`src/rtl/attn_pkg.sv`:
```
package attn_pkg;
  // Strobes from the control side to the datapath.
  typedef struct packed {
    logic initLoad;  // apply the power-up code
    logic holdLoad;  // holding stage transparent this cycle
    logic outLoad;   // rate guard allows an output update
  } attnStrb_t;
endpackage

```
`src/rtl/attn_ctrl.sv`:
```
module attn_ctrl
  import attn_pkg::*;
#(
  parameter int MIN_GAP = 4000
) (
  input  logic      clk,
  input  logic      rstN,
  input  logic      latchEn,
  input  logic      codeDiff,
  output attnStrb_t strb
);
  localparam int GW = (MIN_GAP > 2) ? $clog2(MIN_GAP) : 1;
  localparam logic [GW-1:0] GAP_TOP = GW'(MIN_GAP - 1);

  logic          started;
  logic [GW-1:0] gapCnt;
  logic          ready;

  assign ready         = (gapCnt == '0);
  assign strb.initLoad = !started;
  assign strb.holdLoad = started && latchEn;
  assign strb.outLoad  = started && ready && codeDiff;

  always_ff @(posedge clk or negedge rstN) begin
    if (!rstN) begin
      started <= 1'b0;
      gapCnt  <= '0;
    end else begin
      if (!started) started <= 1'b1;
      if (strb.initLoad || strb.outLoad) gapCnt <= GAP_TOP;
      else if (!ready)                   gapCnt <= gapCnt - 1'b1;
    end
  end
endmodule

```
`src/rtl/attn_path.sv`:
```
module attn_path
  import attn_pkg::*;
#(
  parameter int CW = 5
) (
  input  logic          clk,
  input  logic          rstN,
  input  logic          serSel,
  input  logic          latchEn,
  input  logic [CW-1:0] parCode,
  input  logic [CW-1:0] serCode,
  input  logic [1:0]    pwrSel,
  input  attnStrb_t     strb,
  output logic          codeDiff,
  output logic [CW-1:0] attnCode
);
  localparam logic [CW-1:0] PRE_ZERO = '0;
  localparam logic [CW-1:0] PRE_QTR  = CW'(1) << (CW - 2);
  localparam logic [CW-1:0] PRE_HALF = CW'(1) << (CW - 1);
  localparam logic [CW-1:0] PRE_MAX  = '1;

  logic [CW-1:0] holdCode, srcCode, tgtCode, presetCode, initCode;

  assign srcCode = serSel ? serCode : parCode;
  assign tgtCode = latchEn ? srcCode : holdCode;

  always_comb begin
    unique case (pwrSel)
      2'b00:   presetCode = PRE_ZERO;
      2'b01:   presetCode = PRE_QTR;
      2'b10:   presetCode = PRE_HALF;
      default: presetCode = PRE_MAX;
    endcase
  end

  assign initCode = (!serSel && !latchEn) ? presetCode : parCode;
  assign codeDiff = (tgtCode != attnCode);

  always_ff @(posedge clk or negedge rstN) begin
    if (!rstN) begin
      holdCode <= '0;
      attnCode <= '0;
    end else if (strb.initLoad) begin
      holdCode <= initCode;
      attnCode <= initCode;
    end else begin
      if (strb.holdLoad) holdCode <= srcCode;
      if (strb.outLoad)  attnCode <= tgtCode;
    end
  end
endmodule

```
`src/rtl/attn_mode_ctrl.sv`:
```
module attn_mode_ctrl
  import attn_pkg::*;
#(
  parameter int CW      = 5,
  parameter int MIN_GAP = 4000
) (
  input  logic          clk,
  input  logic          rstN,
  input  logic          serSel,
  input  logic          latchEn,
  input  logic [CW-1:0] parCode,
  input  logic [1:0]    pwrSel,
  input  logic [CW-1:0] serCode,
  output logic [CW-1:0] attnCode
);
  attnStrb_t strb;
  logic      codeDiff;

  attn_ctrl #(.MIN_GAP(MIN_GAP)) u_ctrl (
    .clk(clk), .rstN(rstN), .latchEn(latchEn),
    .codeDiff(codeDiff), .strb(strb)
  );

  attn_path #(.CW(CW)) u_path (
    .clk(clk), .rstN(rstN), .serSel(serSel), .latchEn(latchEn),
    .parCode(parCode), .serCode(serCode), .pwrSel(pwrSel),
    .strb(strb), .codeDiff(codeDiff), .attnCode(attnCode)
  );
endmodule

```
`config.mk`:
```
export PLATFORM = sky130hd
export DESIGN_NAME = attn_mode_ctrl
export DESIGN_NICKNAME = d
export VERILOG_FILES = /design/src/rtl/attn_pkg.sv /design/src/rtl/attn_ctrl.sv /design/src/rtl/attn_path.sv /design/src/rtl/attn_mode_ctrl.sv
export SDC_FILE = /design/constraint.sdc
export NUM_CORES = 1
export LEC_CHECK = 0
export CAP_MARGIN = 40
export CELL_PAD_IN_SITES_DETAIL_PLACEMENT = 1
export CELL_PAD_IN_SITES_GLOBAL_PLACEMENT = 2
export CORE_UTILIZATION = 36
export DETAILED_ROUTE_END_ITERATION = 6
export PLACE_DENSITY = 0.86
export SETUP_SLACK_MARGIN = 0.15
export SLEW_MARGIN = 20
export SYNTH_ARGS = -nofsm -noshare
export SYNTH_HDL_FRONTEND = slang
export SYNTH_SLANG_ARGS = --single-unit
```
`constraint.sdc`:
```
create_clock -name clk -period 4.5 [get_ports clk]
set_clock_uncertainty 0.1 [all_clocks]
set_input_delay 1.35 -clock clk [delete_from_list [all_inputs] [get_ports clk]]
set_output_delay 1.35 -clock clk [all_outputs]
set_load 0.03 [all_outputs]
```
# ---- Word-level counts from Yosys, hierarchy flattened
# Index checks and enable logic that the tools add are counted.
dict set report classes {
  addsub 1
  n_reduce_logical 10
  eq_ne 6
  mux 10
}
# op n
set ops {}
lappend ops {{$mux 5} 7}
lappend ops {{$mux 12} 2}
lappend ops {{$pmux 5 s3} 1}
lappend ops {{$logic_not 12->1} 1}
lappend ops {{$sub 12x1->12 const B} 1}
lappend ops {{$ne 5x5->1} 1}
lappend ops {{$logic_and 1x1->1} 4}
lappend ops {{$ne 2x2->1 const B} 2}
lappend ops {{$logic_not 1->1} 3}
lappend ops {{$eq 2x1->1 const B} 1}
lappend ops {{$eq 2x2->1 const B} 1}
lappend ops {{$logic_not 2->1} 1}
lappend ops {{$ne 2x1->1 const B} 1}
lappend ops {{$logic_or 1x1->1} 1}
dict set report totals {
  elab_cells 31
  register_bits 23
}

# ---- Logic depth before layout (Yosys ltp)
# Gate-level depths: netlist of run 1.
dict set report logic_depth {
  word_depth 6
  mapped_depth 7
  ltp_nobuf 7
}

# ---- Hierarchy
# A second synthesis of run 1 with hierarchy kept.
dict set report unflattened {
  cells_unflattened 147
  hier_area_um2 1398.8
}
# module area_per_inst_um2 seq_area_each_um2 n_inst cells_each
set by_module_without_submodules {}
lappend by_module_without_submodules {attn_ctrl 699.4 325.3 1 67}
lappend by_module_without_submodules {attn_path 699.4 250.2 1 80}

# ---- Worst setup path before layout of run 1
# OpenSTA, ideal clock, no wires.
dict set report synth_timing {
  path_kind {input-to-reg}
  startpoint {input serSel}
  endpoint {register u_path.attnCode[0]}
  slack_ns 1.267
  t_arrival_ns 3.008
  t_required_ns 4.275
  cell_stages 6
  path_buffers 1
  path_cell_list {buf_2 mux2i_1 xor2_1 nand4_1 a221oi_4 mux2_4}
}
dict set report synth_via {
  elab_chain_cells 5
}
# item line
set synth_lines {}
lappend synth_lines {{start, declared} attn_mode_ctrl.sv:9} ;# input logic serSel,
lappend synth_lines {{$mux 5} attn_path.sv:24} ;# assign srcCode = serSel ? serCode : parCode;
lappend synth_lines {{$mux 5} attn_path.sv:25} ;# assign tgtCode = latchEn ? srcCode : holdCode;
lappend synth_lines {{$ne 5x5->1} attn_path.sv:37} ;# assign codeDiff = (tgtCode != attnCode);
lappend synth_lines {{$logic_and 1x1->1} attn_ctrl.sv:22} ;# assign strb.outLoad = started && ready && codeDiff;
lappend synth_lines {{$ne 2x1->1 (no line)} --}
lappend synth_lines {{end signal, assigned} attn_path.sv:45} ;# attnCode <= initCode;
lappend synth_lines {{end signal, assigned} attn_path.sv:48} ;# if (strb.outLoad) attnCode <= tgtCode;
lappend synth_lines {{end, declared} attn_path.sv:15} ;# output logic [CW-1:0] attnCode
# Several ways; a longest one is shown, not always the timed one. The select of a mux whose other input is x is not followed.
# A chain may end at the register's enable or synchronous reset.

# ---- Worst setup path in the final report of run 1
dict set report layout_timing {
  startpoint {input serSel}
  endpoint {register u_path.attnCode[4]}
}
# Same word-level chain as after synthesis.

==> results of run 1 <==
power by group through the flow:
| stage | Clock [mW] | Sequential [mW] | Combinational, mW |
|---|---|---|---|
| after floorplan | 0 | 0.253 | 0.0636 |
| after global placement | 0 | 0.243 | 0.117 |
| after detailed placement | 0 | 0.244 | 0.122 |
| after CTS | 0.135 | 0.241 | 0.122 |
| after global routing | 0.143 | 0.244 | 0.132 |
| final | 0.134 | 0.240 | 0.121 |
stage by stage:
step	std cells	cell area, um2	utilization, %	setup slack, ns
floorplan	155	1480	-	1.27
detailed placement	219	1710	45.0	0.409
global route	224	1760	46.3	0.570
global placement	218	1700	44.7	0.477
CTS	223	1760	46.2	0.694
finish	224	1760	46.3	0.736
area by class of cell:
class	instances	area (um2)
multi-input cells	121	837
fillers	462	2040
clock buffers	4	45.0
repair buffers	23	224
well taps	48	60.1
inverters	5	18.8
flip-flops and latches	23	576
worst max-delay path, stage by stage:
cell and delay (ns):
clkdlybuf4s50_1 0.70, mux2i_1 0.37, xor2_1 0.22, nand4_1 0.20, a221oi_4 0.64, mux2_4 0.35
worst max-delay path by stage:
stage | start | to | depth (start not counted)
after floorplan | serSel | u_path.attnCode[0] | 6
after global placement | serSel | u_path.attnCode[4] | 6
after detailed placement | serSel | u_path.attnCode[2] | 6
after CTS | serSel | u_path.attnCode[2] | 6
after global routing | serSel | u_path.attnCode[1] | 6
final | serSel | u_path.attnCode[4] | 6
state kept, by name, indices dropped and copies added (netlist names):
| signal | count |
|---|---|
| u_path.holdCode | 5 |
| u_ctrl.gapCnt | 12 |
| u_path.attnCode | 5 |
| u_ctrl.started | 1 |
cells by family after synthesis:
kind of cell / Yosys count / share of synthesized area [%]
muxes: 15 / 11.8
and+or+nand+nor: 62 / 22.6
DFF: 23 / 38.8
buffers and inverters: 11 / 4.81
other: 1 / 0.253
xor gates and xnor gates: 7 / 4.13
AOI/OAI and AO/OA: 34 / 15.9
adders and majority gates: 2 / 1.69
cells in the mapped netlist, types with 2 or more instances:
library cell / instances
dfrtp_1: 23
nor2_1: 17
nand2_1: 13
a21oi_1: 10
mux2i_1: 10
nor3_1: 9
o21ai_0: 8
o211ai_1: 7
xor2_1: 7
inv_1: 5
mux2_4: 5
nor4_1: 5
and2_2: 2
clkbuf_8: 2
ha_1: 2
nor3b_1: 2
o31ai_1: 2
or3_2: 2
metal layers:
layer,GRT usage (%),share of wire [%]
met1,23.5,46
met2,35.5,51
met3,2.59,2.4
met4,6.38,1.3
met5,0,0
==> metrics.md, run 1 <==
| Metric | Value |
|---|---|
| Status | complete, no violations |
| Share of the synthesized area in the top cell type | 38.8% |
| Die height | roughly 66 um |
| Hold path start | u_ctrl.gapCnt[6] |
| Die extent in x | around 66 um |
| Synth cell types | 42 |
| Reg2reg setup slack | between 1.5 and 2 ns |
| Post-CTS Setup Bufs | 0 |
| Gr ovfl total | 0 |
| Actual slew at the worst max-slew pin | around 0.7 ns |
| Logic pwr share | between 20 and 25% |
| TNS Setup | 0 ns |
| Post-route ant nets | 0 |
| Most frequent cells in the layout | dfrtp_1 (23), clkdlybuf4s50_1 (20), nor2_1 (17), nand2_1 (13) |
| Worst EP required | 4.56 ns |
| Sequential area share after synthesis | 38.8% |
| Clock Path Buffers | 2 |
| Clock slew at reported path FFs | around 0.080 ns |
| Pwr Total | 495 uW |
| Final Net Count | a little under 200 |
| Row count | 22 |
| Core Region | about 0.0038 mm2 |
| Sw Pwr | about 150 uW |
| Critical path arrival | about 3.8 ns |
| TritonCTS clock tree | done |
| CTS root buffer | clkbuf_8 |
| Tcrit/Tclk final | 83.6% |
| DRC viols | 0 |
| Max Fclk | between 200 and 300 MHz |
| Ys flop type | dfrtp_1 |
| CP startpoint kind | input pin |
| Sw Share | a little under a third |
| Crit path max fanout | 9 |
| Violation count after the first detailed-route iteration | 31 |
| WL final | approximately 3.7 mm |
| Synthesized net count | around 170 |
| Part of the power in registers | 48.5% |
| Max VDD drop | approximately 0.00016 V |
| Synth Area per Inst | between 9 and 10 um2 |
| #FFs+latches synth | 23 |
| Rel. slew slack | 52.9% |
| Buffers on Ports | 20 |
| Reg-to-reg endpoint | u_path.attnCode[4] |
| Hold Path Stages | 2 |
| Area Growth Syn to Fin | 18.6% |
| Clock Latency Late Sink | between 0.2 and 0.3 ns |
| Total die area | approximately 0.0044 mm2 |
| First-pass GRT wire length | approximately 6.4 mm |
| Area leader, netlist | dfrtp_1 |
| Kind of critical path | input pin to flop |
| Post-CTS sizing | 0 |
| Worst Hold Class | flop to flop |
| Crit. End Element | flop |
| PwrDens | between 200 and 300 mW/mm2 |
| Async SR Flop Fraction | between 90% and 100% |
| Clock power frac | approximately 27% |
| CTS Hold Bufs | 0 |
| Initial Util | 39.1% |
| Proportion of layout cells with a drive suffix above 1 | between 10% and 20% |
| CTS Sinks | 23 |
| DR WL/cell | 16.6 um |
| Largest net degree at the start of global routing | 17 |
| R2R cell count | 7 |
| Antenna Cells | 0 |
| Hold Vio Cnt, Final | 0 |
| Drt pass-1 iters | 4 |
| Reg-to-reg startpoint | u_ctrl.gapCnt[0] |
| Crit path time final | 3.76 ns |
| Dpl hpwl | 2.91 mm |
| H-tree Lvls | 1 |
| Initial antenna violation count | 0 |
| RSZ-0062 raised after global routing | no |
| Vias | 1,277 |
| Pint | approximately 340 uW |
| Final RePlAce weighted congestion | between 0.7 and 0.8 |
| Max Cap Viol | 0 |
| Ys Warns | 0 |
| Global-route usage over all layers | just under 20% |
| P_leak | approximately 0.69 nW |
| Vias per inst | between 5 and 6 |
| Cts bufs inserted | 3 |
| Vias in the first global route | 1,319 |
| Io pins | 21 |
| Final setup viols | 0 |
| Area contributors post-synth | dfrtp_1 (39%), mux2i_1 (6.7%), mux2_4 (5.1%) |
| Fin. max-slew vios | 0 |
| Hold_ws | roughly 0.46 ns |
| Cells after Synth | roughly 160 |
| Hold Path End | u_ctrl.gapCnt[6] |
| Mapped Area | 0.00148 mm2 |
| Most common cell after layout, fill and taps aside | dfrtp_1 |
| Number of synthesized flops with an enable pin | 0 |
Note: power is estimated with default switching activity, not from simulation.
==> run 2: changes to the inputs <==
CORE_UTILIZATION = 34   (was 36)
PLACE_DENSITY = 0.82   (was 0.86)
clock period = 3.6 ns   (was 4.5 ns; I/O delays follow)
==> metrics.md, run 2 (same netlist as run 1, synthesis figures left out) <==
| Metric | Value |
|---|---|
| Most common cell after layout, fill and taps aside | dfrtp_1 |
| Clock Path Buffers | 2 |
| Cts bufs inserted | 3 |
| Hold Path Stages | 2 |
| Largest net degree at the start of global routing | 24 |
| H-tree Lvls | 1 |
| Buffers on Ports | 20 |
| Post-CTS sizing | 0 |
| M1 WL | ~1.7 mm |
| Final setup viols | 0 |
| PwrDens | 340 mW/mm2 |
| Fin. max-slew vios | 0 |
| CP startpoint kind | input pin |
| TritonCTS clock tree | done |
| Vias in the first global route | 1,292 |
| Reg-to-reg endpoint | u_path.attnCode[4] |
| Io pins | 21 |
| Final RePlAce weighted congestion | ~0.80 |
| Crit path time final | around 3.3 ns |
| Initial Util | a little over a third |
| Proportion of layout cells with a drive suffix above 1 | between 10% and 20% |
| Row count | 23 |
| Gr ovfl total | 0 |
| Tcrit/Tclk final | 91.1% |
| Hold Path End | u_ctrl.gapCnt[6] |
| Max Cap Viol | 0 |
| Kind of critical path | input pin to flop |
| CTS Sinks | 23 |
| RSZ-0062 raised after global routing | no |
| DRC viols | 0 |
| Total die area | 0.00463 mm2 |
| Vias | 1,224 |
| TNS Setup | 0 ns |
| Worst EP required | 3.65 ns |
| Max VDD drop | 0.000148 V |
| Post-CTS Setup Bufs | 0 |
| DR WL/cell | 15.4 um |
| Core Region | between 0.004 and 0.005 mm2 |
| Post-route non-filler standard cell count | approximately 230 |
| Rel. slew slack | ~66% |
| Met2 WL | 1.83 mm |
| Crit path max fanout | 6 |
| Die extent in x | just under 70 um |
| Pwr Total | ~600 uW |
| Hold Vio Cnt, Final | 0 |
| Antenna Cells | 0 |
| Critical path buffers and inverters | 3 |
| Clock slew at reported path FFs | 0.08 ns |
| Global-route usage over all layers | 17.7% |
| Area Growth Syn to Fin | 21.8% |
| Initial antenna violation count | 0 |
| Final Net Count | 201 |
| Hold path start | u_ctrl.gapCnt[6] |
| Critical path arrival | 3.33 ns |
| CTS Hold Bufs | 0 |
| Die height | approximately 68 um |
| Largest Register | u_ctrl.gapCnt |
| DR top layer | met3 |
| Status | complete, no violations |
| P_leak | a little over 0.7 nW |
| Vias per inst | 5.28 |
| Crit path largest cell delay | between 0.5 and 0.6 ns |
| Dpl hpwl | around 2.9 mm |
| Slowest-stage cell, CP | clkdlybuf4s50_1 |
| Reg-to-reg startpoint | u_ctrl.gapCnt[0] |
| Reg2reg setup slack | about 0.83 ns |
| WL final | about 3.6 mm |
| Violation count after the first detailed-route iteration | 46 |
| Worst Hold Class | flop to flop |
| Critical Path Most Common Cell | buf_4 |
| Max reg flops | 12 |
| CP delay by family, top | buffers and inverters |
| Crit. End Element | flop |
| CTS root buffer | clkbuf_8 |
| Placed Cells | around 230 |
| Most frequent cells in the layout | dfrtp_1 (23), clkdlybuf4s50_1 (20), nor2_1 (17), nand2_1 (13) |
| Largest regs | u_ctrl.gapCnt x12, u_path.attnCode x5, u_path.holdCode x5 |
| Critical path cell sequence | clkdlybuf4s50_1 > buf_4 > mux2i_1 > nor3b_1 > o211ai_1 > a221oi_4 > buf_4 > mux2_4 |
| Clock Latency Late Sink | around 0.26 ns |
| Actual slew at the worst max-slew pin | a little over 0.5 ns |
| Post-route ant nets | 0 |
| First-pass GRT wire length | between 6 and 7 mm |
| Max Fclk | between 300 and 400 MHz |
| Drt pass-1 iters | 4 |
| R2R cell count | 8 |
| WL met3 | ~64 um |
## run 2: routing by layer
metal  global-route usage [%]  vias up
li1                         -      618
met1                     23.8      592
met2                     30.1       14
met3                     2.00        0
met4                     4.17        0
met5                        0        -
## run 2: cell type report
class	instances	area, um2
Inverter	5	18.8
Tap cell	50	62.6
Multi-Input combinational cell	121	837
Fill cell	477	2280
Timing Repair Buffer	29	268
Clock inverter	1	5.00
Clock buffer	3	41.3
Sequential cell	23	576
## run 2: worst max-delay path by stage
stage	startpoint	endpoint	slack (ns)	depth (start not counted)
6_report	serSel	u_path.attnCode[4]	0.32	8
4_1_cts	serSel	u_path.attnCode[4]	0.32	8
3_5_place_dp	serSel	u_path.attnCode[4]	0.04	8
2_1_floorplan	serSel	u_path.attnCode[0]	0.64	6
5_1_grt	serSel	u_path.attnCode[4]	0.21	8
3_3_place_gp	serSel	u_path.attnCode[4]	0.15	8
## run 2: power by group
part | leakage (nW) | internal (mW) | switching, mW
combinational | 0.447 | 0.0790 | 0.0789
sequential | 0.249 | 0.276 | 0.0249
clock | 0.0255 | 0.0770 | 0.0780
## run 2: tightest hold or removal path, delay by kind of cell (launching register included)
| family | cells | cell delay [ns] |
|---|---|---|
| flip-flops | 1 | 0.37 |
| AND/OR/NAND/NOR | 1 | 0.07 |
| AO/OA/AOI/OAI | 1 | 0.07 |
## run 2: metrics by stage
| step | util, % | setup WS, ns | area (um2) | hold slack (ns) |
|---|---|---|---|---|
| CTS | 44.2 | 0.323 | 1810 | 0.460 |
| global route | 44.2 | 0.206 | 1810 | 0.502 |
| global placement | 43.1 | 0.145 | 1760 | 0.432 |
| finish | 44.2 | 0.322 | 1810 | 0.448 |
| detailed placement | 43.1 | 0.0387 | 1760 | 0.441 |
| floorplan | - | 0.637 | 1480 | 0.395 |
